===== config.mk =====
export PLATFORM = sky130hd
export DESIGN_NAME = bcd_rtc
export DESIGN_NICKNAME = d
export VERILOG_FILES = /design/src/rtl/rtc_pkg.sv /design/src/rtl/rtc_sec_divider.sv /design/src/rtl/rtc_calendar.sv /design/src/rtl/bcd_rtc.sv
export SDC_FILE = /design/constraint.sdc
export NUM_CORES = 1
export LEC_CHECK = 0
export ABC_CLOCK_PERIOD_IN_PS = 3800
export BUFFER_PORTS_ARGS = -buffer_cell sky130_fd_sc_hd__buf_2
export CORE_ASPECT_RATIO = 0.5
export CORE_MARGIN = 2
export CORE_UTILIZATION = 61
export DETAILED_ROUTE_END_ITERATION = 7
export PLACE_DENSITY = 0.78
export RECOVER_POWER = 25
export SLEW_MARGIN = 20
export SYNTH_ARGS = -nofsm -noshare
export SYNTH_HDL_FRONTEND = slang
export SYNTH_SLANG_ARGS = --single-unit

===== constraint.sdc =====
create_clock -name clk -period 3.8 [get_ports clk]
set_input_delay 0.19 -clock clk [delete_from_list [all_inputs] [get_ports clk]]
set_output_delay 0.19 -clock clk [all_outputs]
set_load 0.01 [all_outputs]

===== src/rtl/rtc_pkg.sv =====
package rtc_pkg;
  localparam int NFIELD = 7;
  localparam int F_SEC  = 0;
  localparam int F_MIN  = 1;
  localparam int F_HOUR = 2;
  localparam int F_MDAY = 3;
  localparam int F_MON  = 4;
  localparam int F_YEAR = 5;
  localparam int F_WDAY = 6;

  localparam logic [7:0] A_CTRL  = 8'h10;
  localparam logic [7:0] A_IRQEN = 8'h12;
  localparam logic [7:0] A_TRIML = 8'h13;
  localparam logic [7:0] A_TRIMH = 8'h14;
  localparam logic [7:0] A_NAME  = 8'h17;
  localparam logic [7:0] A_REV   = 8'h18;

  typedef logic [NFIELD-1:0][7:0] rtc_fields_t;

  localparam rtc_fields_t FIELDS_RST =
    {8'h01, 8'h00, 8'h01, 8'h01, 8'h00, 8'h00, 8'h00};

  // BCD increment with digit carry
  function automatic logic [7:0] bcd_inc(input logic [7:0] v);
    if (v[3:0] >= 4'd9) return {v[7:4] + 4'd1, 4'd0};
    return v + 8'd1;
  endfunction

  function automatic logic leap_year(input logic [7:0] y);
    logic [7:0] b;
    b = {4'd0, y[7:4]} * 8'd10 + {4'd0, y[3:0]};
    return b[1:0] == 2'b00;
  endfunction

  // last valid day of a month, in BCD
  function automatic logic [7:0] month_last(input logic [7:0] m, input logic [7:0] y);
    case (m)
      8'h02:                      return leap_year(y) ? 8'h29 : 8'h28;
      8'h04, 8'h06, 8'h09, 8'h11: return 8'h30;
      default:                    return 8'h31;
    endcase
  endfunction
endpackage


===== src/rtl/rtc_sec_divider.sv =====
module rtc_sec_divider #(
  parameter int TICKS_PER_SEC = 32768
) (
  input  logic clk,
  input  logic rst_n,
  input  logic tick_en,
  input  logic hold,
  output logic sec_pulse
);
  localparam int CW = (TICKS_PER_SEC > 1) ? $clog2(TICKS_PER_SEC) : 1;
  localparam logic [CW-1:0] LAST = CW'(TICKS_PER_SEC - 1);

  logic [CW-1:0] cnt;

  assign sec_pulse = tick_en && !hold && (cnt == LAST);

  always_ff @(posedge clk or negedge rst_n) begin
    if (!rst_n)                  cnt <= '0;
    else if (hold)               cnt <= '0;
    else if (tick_en)            cnt <= (cnt == LAST) ? '0 : cnt + 1'b1;
  end
endmodule


===== src/rtl/rtc_calendar.sv =====
module rtc_calendar
  import rtc_pkg::*;
(
  input  logic        clk,
  input  logic        rst_n,
  input  logic        step,
  input  logic        hold,
  input  logic        ld_en,
  input  logic [2:0]  ld_idx,
  input  logic [7:0]  ld_val,
  output rtc_fields_t fields,
  output logic        day_roll,
  output logic        year_roll
);
  rtc_fields_t nxt;
  logic adv, s_wrap, m_wrap, h_wrap, d_wrap, mo_wrap, mon_roll;

  assign adv      = step && !hold;
  assign s_wrap   = fields[F_SEC]  == 8'h59;
  assign m_wrap   = fields[F_MIN]  == 8'h59;
  assign h_wrap   = fields[F_HOUR] == 8'h23;
  assign d_wrap   = fields[F_MDAY] == month_last(fields[F_MON], fields[F_YEAR]);
  assign mo_wrap  = fields[F_MON]  == 8'h12;
  assign day_roll  = adv && s_wrap && m_wrap && h_wrap;
  assign mon_roll  = day_roll && d_wrap;
  assign year_roll = mon_roll && mo_wrap;

  always_comb begin
    nxt = fields;
    if (adv)
      nxt[F_SEC] = s_wrap ? 8'h00 : bcd_inc(fields[F_SEC]);
    if (adv && s_wrap)
      nxt[F_MIN] = m_wrap ? 8'h00 : bcd_inc(fields[F_MIN]);
    if (adv && s_wrap && m_wrap)
      nxt[F_HOUR] = h_wrap ? 8'h00 : bcd_inc(fields[F_HOUR]);
    if (day_roll) begin
      nxt[F_MDAY] = d_wrap ? 8'h01 : bcd_inc(fields[F_MDAY]);
      nxt[F_WDAY] = (fields[F_WDAY] == 8'h07) ? 8'h01 : bcd_inc(fields[F_WDAY]);
    end
    if (mon_roll)
      nxt[F_MON] = mo_wrap ? 8'h01 : bcd_inc(fields[F_MON]);
    if (year_roll)
      nxt[F_YEAR] = (fields[F_YEAR] == 8'h99) ? 8'h00 : bcd_inc(fields[F_YEAR]);
  end

  always_ff @(posedge clk or negedge rst_n) begin
    if (!rst_n)     fields <= FIELDS_RST;
    else if (ld_en) fields[ld_idx] <= ld_val;
    else            fields <= nxt;
  end
endmodule


===== src/rtl/bcd_rtc.sv =====
module bcd_rtc
  import rtc_pkg::*;
#(
  parameter int         TICKS_PER_SEC = 32768,
  parameter logic [7:0] ID_NAME       = 8'hC3,
  parameter logic [7:0] ID_REV        = 8'h21
) (
  input  logic       clk,
  input  logic       rst_n,
  input  logic       tick_en,
  input  logic [7:0] addr,
  input  logic [7:0] wdata,
  input  logic       wr_en,
  input  logic       rd_en,
  output logic [7:0] rdata
);
  logic [7:0]  ctrl_q, irqen_q, triml_q, trimh_q, rd_mux;
  rtc_fields_t live, shadow;
  logic        stop, view_shadow, sec_pulse, day_roll, year_roll;
  logic        time_addr, tm_wr, snap_take, rd_unmapped;

  assign stop        = ctrl_q[0];
  assign view_shadow = ctrl_q[7];
  assign time_addr   = addr < 8'(NFIELD);
  assign tm_wr       = wr_en && time_addr && stop;
  assign snap_take   = wr_en && (addr == A_CTRL) && wdata[6];

  rtc_sec_divider #(.TICKS_PER_SEC(TICKS_PER_SEC)) u_div (
    .clk(clk), .rst_n(rst_n), .tick_en(tick_en), .hold(stop), .sec_pulse(sec_pulse)
  );

  rtc_calendar u_cal (
    .clk(clk), .rst_n(rst_n), .step(sec_pulse), .hold(stop),
    .ld_en(tm_wr), .ld_idx(addr[2:0]), .ld_val(wdata),
    .fields(live), .day_roll(day_roll), .year_roll(year_roll)
  );

  always_ff @(posedge clk or negedge rst_n) begin
    if (!rst_n) begin
      ctrl_q  <= 8'h00;
      irqen_q <= 8'h00;
      triml_q <= 8'h00;
      trimh_q <= 8'h00;
      shadow  <= FIELDS_RST;
    end else begin
      if (snap_take) shadow <= live;
      if (wr_en) begin
        case (addr)
          A_CTRL:  ctrl_q  <= wdata;
          A_IRQEN: irqen_q <= wdata;
          A_TRIML: triml_q <= wdata;
          A_TRIMH: trimh_q <= wdata;
          default: ;
        endcase
      end
    end
  end

  always_comb begin
    rd_unmapped = 1'b0;
    rd_mux      = 8'h00;
    if (time_addr) rd_mux = view_shadow ? shadow[addr[2:0]] : live[addr[2:0]];
    else begin
      case (addr)
        A_CTRL:  rd_mux = ctrl_q;
        A_IRQEN: rd_mux = irqen_q;
        A_TRIML: rd_mux = triml_q;
        A_TRIMH: rd_mux = trimh_q;
        A_NAME:  rd_mux = ID_NAME;
        A_REV:   rd_mux = ID_REV;
        default: rd_unmapped = 1'b1;
      endcase
    end
  end

  always_ff @(posedge clk or negedge rst_n) begin
    if (!rst_n)     rdata <= 8'h00;
    else if (rd_en) rdata <= rd_mux;
  end
endmodule


== Yosys cells after proc, flatten, opt, wreduce, memory -nomap -nowiden ==
Cells that the tools add are included.

* Register bits after elaboration: 167
* Input port bits: 21
* Output and inout bits: 8
* Word-level logic and storage cells: 151

* Add/sub/neg operators: 16
* $mul: 1
* $lt $le $gt $ge: 10
* Equality and inequality tests: 19
* Mux-type cells: 58
* Reduce and logical (&&, ||, !) cells: 27

{| class="wikitable"
|+ Operator list
! cell !! count
|-
| $mux 8 || 33
|-
| $eq 8x5->1 const B || 8
|-
| $add 8x1->8 const B || 7
|-
| $bwmux 56 || 1
|-
| $mux 56 || 1
|-
| $bmux 8 s3 || 2
|-
| $pmux 8 s6 || 1
|-
| $mux 15 || 3
|-
| $add 4x1->4 const B || 7
|-
| $ge 4x4->1 const B || 7
|-
| $demux 8 s3 || 1
|-
| $eq 8x3->1 const B || 3
|-
| $eq 8x7->1 const B || 2
|-
| $pmux 8 s2 || 1
|-
| $add 15x1->15 const B || 1
|-
| $eq 15x15->1 const B || 1
|-
| $mux 1 || 15
|-
| $reduce_bool 2->1 || 7
|-
| $logic_and 1x1->1 || 13
|-
| $eq 8x2->1 const B || 1
|-
| $eq 8x4->1 const B || 1
|-
| $eq 8x6->1 const B || 1
|-
| $eq 8x8->1 || 1
|-
| $eq 8x8->1 const B || 1
|-
| 9 further kinds || 12
|}

== Logic depth before layout (Yosys ltp) ==
* Depth after elaboration: 14
* Depth in mapped cells: 12
* Gate-level depth less buffers: 10

== Hierarchy ==
Synthesis repeated with hierarchy kept, for this count alone.

* Cell total of the unflattened synthesis: 992
* Area, all modules: 10,102.2 um2

{| class="wikitable"
|+ By module, submodules not included
! module !! instances !! cells each !! area each (um2) !! sequential area each (um2)
|-
| bcd_rtc || 1 || 422 || 5,057.4 || 2,406.1
|-
| rtc_calendar || 1 || 477 || 4,150.2 || 1,405.1
|-
| rtc_sec_divider || 1 || 93 || 894.6 || 375.4
|}

== Worst setup path after synthesis ==
No wires, ideal clock.

* Kind: register -> register
* From: register u_cal.fields[32] (netlist name)
* To: register u_cal.fields[36] (netlist name)
* Library setup time: 131 ps
* Arrival: 2,452 ps
* Required time: 3,669 ps
* Path slack: 1,217 ps
* Cell stages (with the launch flop): 12
* Buffers on the path: 1
* Clock period less this slack: 2,583 ps
* Cells stage by stage: dfstp_2 -> inv_1 -> ha_1 -> o21ai_0 -> o21ai_1 -> a32oi_1 -> mux2i_2 -> a31oi_4 -> and3_1 -> buf_2 -> a21oi_1 -> o211ai_1

* Longest elaborated chain between the ends: 7
* Elaborated cells between the ends (all ways): 19
* Those cells by class: add/sub: 1; order compare: 1; eq/ne: 7; mux: 7; reduce/logical: 3

{| class="wikitable"
|+ Ends and longest elaborated chain
! item !! RTL line !! text
|-
| start: declaration || rtc_calendar.sv:11 || <nowiki>output rtc_fields_t fields,</nowiki>
|-
| start signal: indexed assignment || rtc_calendar.sv:48 || <nowiki>else if (ld_en) fields[ld_idx] <= ld_val;</nowiki>
|-
| start signal: assignment || rtc_calendar.sv:49 || <nowiki>else fields <= nxt;</nowiki>
|-
| $ge 4x4->1 || rtc_pkg.sv:25 || <nowiki>if (v[3:0] >= 4'd9) return {v[7:4] + 4'd1, 4'd0};</nowiki>
|-
| $mux 1 || rtc_pkg.sv:25 ||
|-
| $mux 1 || rtc_calendar.sv:40 || <nowiki>if (mon_roll)</nowiki>
|-
| $mux 8 || rtc_pkg.sv:26 || <nowiki>return v + 8'd1;</nowiki>
|-
| $mux 8 || rtc_calendar.sv:41 || <nowiki>nxt[F_MON] = mo_wrap ? 8'h01 : bcd_inc(fields[F_MON]);</nowiki>
|-
| $mux 8 || rtc_calendar.sv:40 ||
|-
| $mux 56 || rtc_calendar.sv:48 ||
|}

Parallel ways exist; a longest one is shown, timed or not. The select of a mux whose other input is x is not followed.
A chain may end at the register's enable or synchronous reset.

== Worst setup path after layout ==
* From: register u_cal.fields[32] (netlist name)
* To: register u_cal.fields[47] (netlist name)

* Longest elaborated chain between the ends: 7
* Elaborated cells between the ends (all ways): 12
* Those cells by class: eq/ne: 7; mux: 1; reduce/logical: 4

{| class="wikitable"
|+ Ends and longest elaborated chain
! item !! RTL line !! text
|-
| $eq 8x3->1 (tied with other cells) || rtc_pkg.sv:37 || <nowiki>case (m)</nowiki>
|-
| $reduce_or 4->1 || rtc_pkg.sv:37 ||
|-
| $pmux 8 s2 || rtc_pkg.sv:37 ||
|-
| $eq 8x8->1 || rtc_calendar.sv:22 || <nowiki>assign d_wrap = fields[F_MDAY] == month_last(fields[F_MON], fields[F_YEAR]);</nowiki>
|-
| $logic_and 1x1->1 || rtc_calendar.sv:25 || <nowiki>assign mon_roll = day_roll && d_wrap;</nowiki>
|-
| $logic_and 1x1->1 * || rtc_calendar.sv:26 || <nowiki>assign year_roll = mon_roll && mo_wrap;</nowiki>
|-
| $reduce_bool 2->1 (no line) * || n/a ||
|}

Every way passes the cells marked *; elsewhere a longest branch is shown, timed or not.

==> impl_metrics.yaml <==
yosys:
  synthCells: 1047
  synth_cell_types: 75
  ys_top_cells_by_area: "dfrtp_1 (42%), mux2_2 (7.1%), nand2_1 (6.0%), ha_1 (4.8%), o21ai_0 (4.8%)"
  yosys_register_bits: 167
  synth.yosys.warnings: 0
  synth_top_cell_area_share: 0.418
  syn_area_mm2: 0.00963
  avgSynthCellArea_um2: 9.20
  yosysTopAreaCell: "dfrtp_1"
  synthFlopType: "dfrtp_1"
  syn_nets: 1105
  synth_edf_count: 0
  ys_seq_area_frac: 0.435
  synthArstFlopShare: 1.00
hold_path:
  min_path_cells: 2
  min-delay-start: "rd_en"
  min_to: "rdata[5]"
  min_path_type: "input port to flip-flop"
clock_network:
  clkSinkCount: 167
  worstSkewPairLatency_ps: 440
  clockBufferDepth: 2
  cts-htree-levels: 4
  cts_tree: "done"
  cts_root_buf: "clkbuf_16"
  postCtsHoldBufs: 1
  cts_made_buffers: 17
  cts_resized: 0
  clkTransAtPathRegs_ps: 70
  postCtsSetupBuffers: 0
finish:
  layout.cells.most_common: "dfrtp_1"
  mostFrequentLayoutCells: "dfrtp_1 (161), nand2_1 (154), o21ai_0 (92), nor2_1 (63), mux2_2 (61)"
  nets: 1117
  drive_gt1_frac: 0.153
  fin_util: 0.685
  areaGrowthSynthToFinish_pct: 9.60
  antenna_cells: 0
setup_path:
  r2r_start: "u_cal.fields[32]"
  reg2reg_depth: 10
  r2r_slack_ps: 780
  worst_ep_required_time_ps: 4170
  path_class: "flip-flop to flip-flop"
  start_kind: "flip-flop"
  endpoint_kind: "flip-flop"
  reg2reg_to: "u_cal.fields[47]"
  crit_arrival_ps: 3400
  path_max_fanout: 13
pwr:
  p_leak_nw: 4.69
  irDropWorstVdd_mv: 0.291
  power_mw: 3.96
  powerDensity_mw_per_mm2: 375
drt:
  drt_wl_total_um: 29000
  drc: 0
  wl_per_cell_um: 22.8
  vias_per_cell: 6.85
  vias: 8730
  drtIter0Drc: 1205
  final_antenna_net_count: 0
  first_pass_iters: 6
sta:
  period_share: 0.796
  clock_skew_ps: 9.76
  fmax_mhz: 331
  hold_viol_final: 0
  worst_pin_slew_ps: 1790
  final_max_slew_viol_count: 72
  slew-limit-headroom: -0.191
  fin_crit_ps: 3020
  setup_viol: 0
  setup-tns-final_ps: 0
  rsz0062_at_grt: "no"
die:
  die_area_mm2: 0.0169
  floorplan.initialDensity: 0.625
  die_x_um: 182
  pin_count: 29
  die_y_um: 92.9
  rows: 32
  core_mm2: 0.0154
placed_design:
  place.port_buffers: 28
  dp_hpwl_um: 20000
  gp_routability_congestion: 0.961
outcome:
  violations: "capacitance limit, slew limit"
  status: "complete, but fails checks"
grt:
  grt_pass1_wl_um: 45600
  grtUsageTotal: 0.359
  antenna_found_initial: 0
  grt_max_degree: 75
  overflow: 0
  grt_pass1_vias: 8124
run:
  drv_cap: 1
==> state kept, by name (all words and copies together), names as in the netlist <==
name / count
shadow: 56
u_cal.fields: 56
u_div.cnt: 15
ctrl_q: 8
irqen_q: 8
rdata: 8
trimh_q: 8
triml_q: 8
==> power by group <==
part / internal, mW / total (mW) / leakage [nW] / switching (mW)
sequential: 1.83 / 1.89 / 2.20 / 0.0537
combinational: 0.123 / 0.357 / 2.21 / 0.233
clock: 0.917 / 1.71 / 0.275 / 0.797
total: 2.87 / 3.96 / 4.69 / 1.08
==> metal layers <==
metal | share of wire | vias up | GRT usage
li1 | - | 3835 | -
met1 | 0.43 | 4276 | 0.505
met2 | 0.42 | 527 | 0.530
met3 | 0.12 | 92 | 0.105
met4 | 0.028 | 0 | 0.123
met5 | 0 | - | 0.0123
==> kinds of logic after synthesis <==
group	after synthesis	synth area share
DFF	167	0.435
buffers and inverters	95	0.0388
and+or+nand+nor	383	0.191
muxes	77	0.0922
xor gates and xnor gates	7	0.00637
adders and majority gates	37	0.0481
AOI/OAI and AO/OA	281	0.188
==> cell usage after synthesis, types with 8 or more instances <==
cell type,n
a22oi_1,25
nor3_1,25
nand3_1,47
and3_1,12
a21oi_1,54
mux2_2,61
a31oi_1,12
and2_1,8
ha_1,37
mux2i_1,12
a221oi_1,12
nand2_1,154
buf_2,8
a32oi_1,8
o21ai_0,92
nand4_1,15
nor2b_1,11
inv_1,32
clkbuf_1,50
o211ai_1,15
dfrtp_1,161
a22o_1,10
nor2_1,63
==> through the flow <==
| step | hold slack, ps | cells | setup slack (ps) | cell area (um2) |
|---|---|---|---|---|
| floorplan | -106 | 1047 | 1220 | 9630 |
| global placement | 190 | 1243 | 936 | 10000 |
| detailed placement | 189 | 1243 | 835 | 10000 |
| CTS | 90.1 | 1275 | 819 | 10600 |
| global route | 117 | 1275 | 624 | 10600 |
| finish | 105 | 1275 | 775 | 10600 |
==> area by class of cell <==
cell class,instances,area [um2]
Tap cell,204,255
Timing Repair Buffer,56,347
Multi-Input combinational cell,785,5080
Inverter,32,120
Clock buffer,17,425
Clock inverter,14,139
Fill cell,1225,4860
Sequential cell,167,4190
==> worst max-delay path, cell delays in order, from the launching register on <==
cell and delay [ps]:
dfstp_2 590, inv_1 110, ha_1 250, o21ai_0 200, o21ai_1 120, a32oi_1 310
nand3_1 200, a31oi_4 370, nand2_2 230, or4_1 500, nand3_1 90
==> worst max path at each step <==
stage / start / endpoint / depth (start not counted)
final: u_cal.fields[32] / u_cal.fields[47] / 10
after global routing: u_cal.fields[1] / u_cal.fields[39] / 11
after CTS: u_cal.fields[32] / u_cal.fields[47] / 10
after detailed placement: u_cal.fields[32] / u_cal.fields[47] / 10
after global placement: u_cal.fields[32] / u_cal.fields[47] / 10
after floorplan: u_cal.fields[32] / u_cal.fields[36] / 11
No activity file was read; power rests on OpenSTA's default activity.
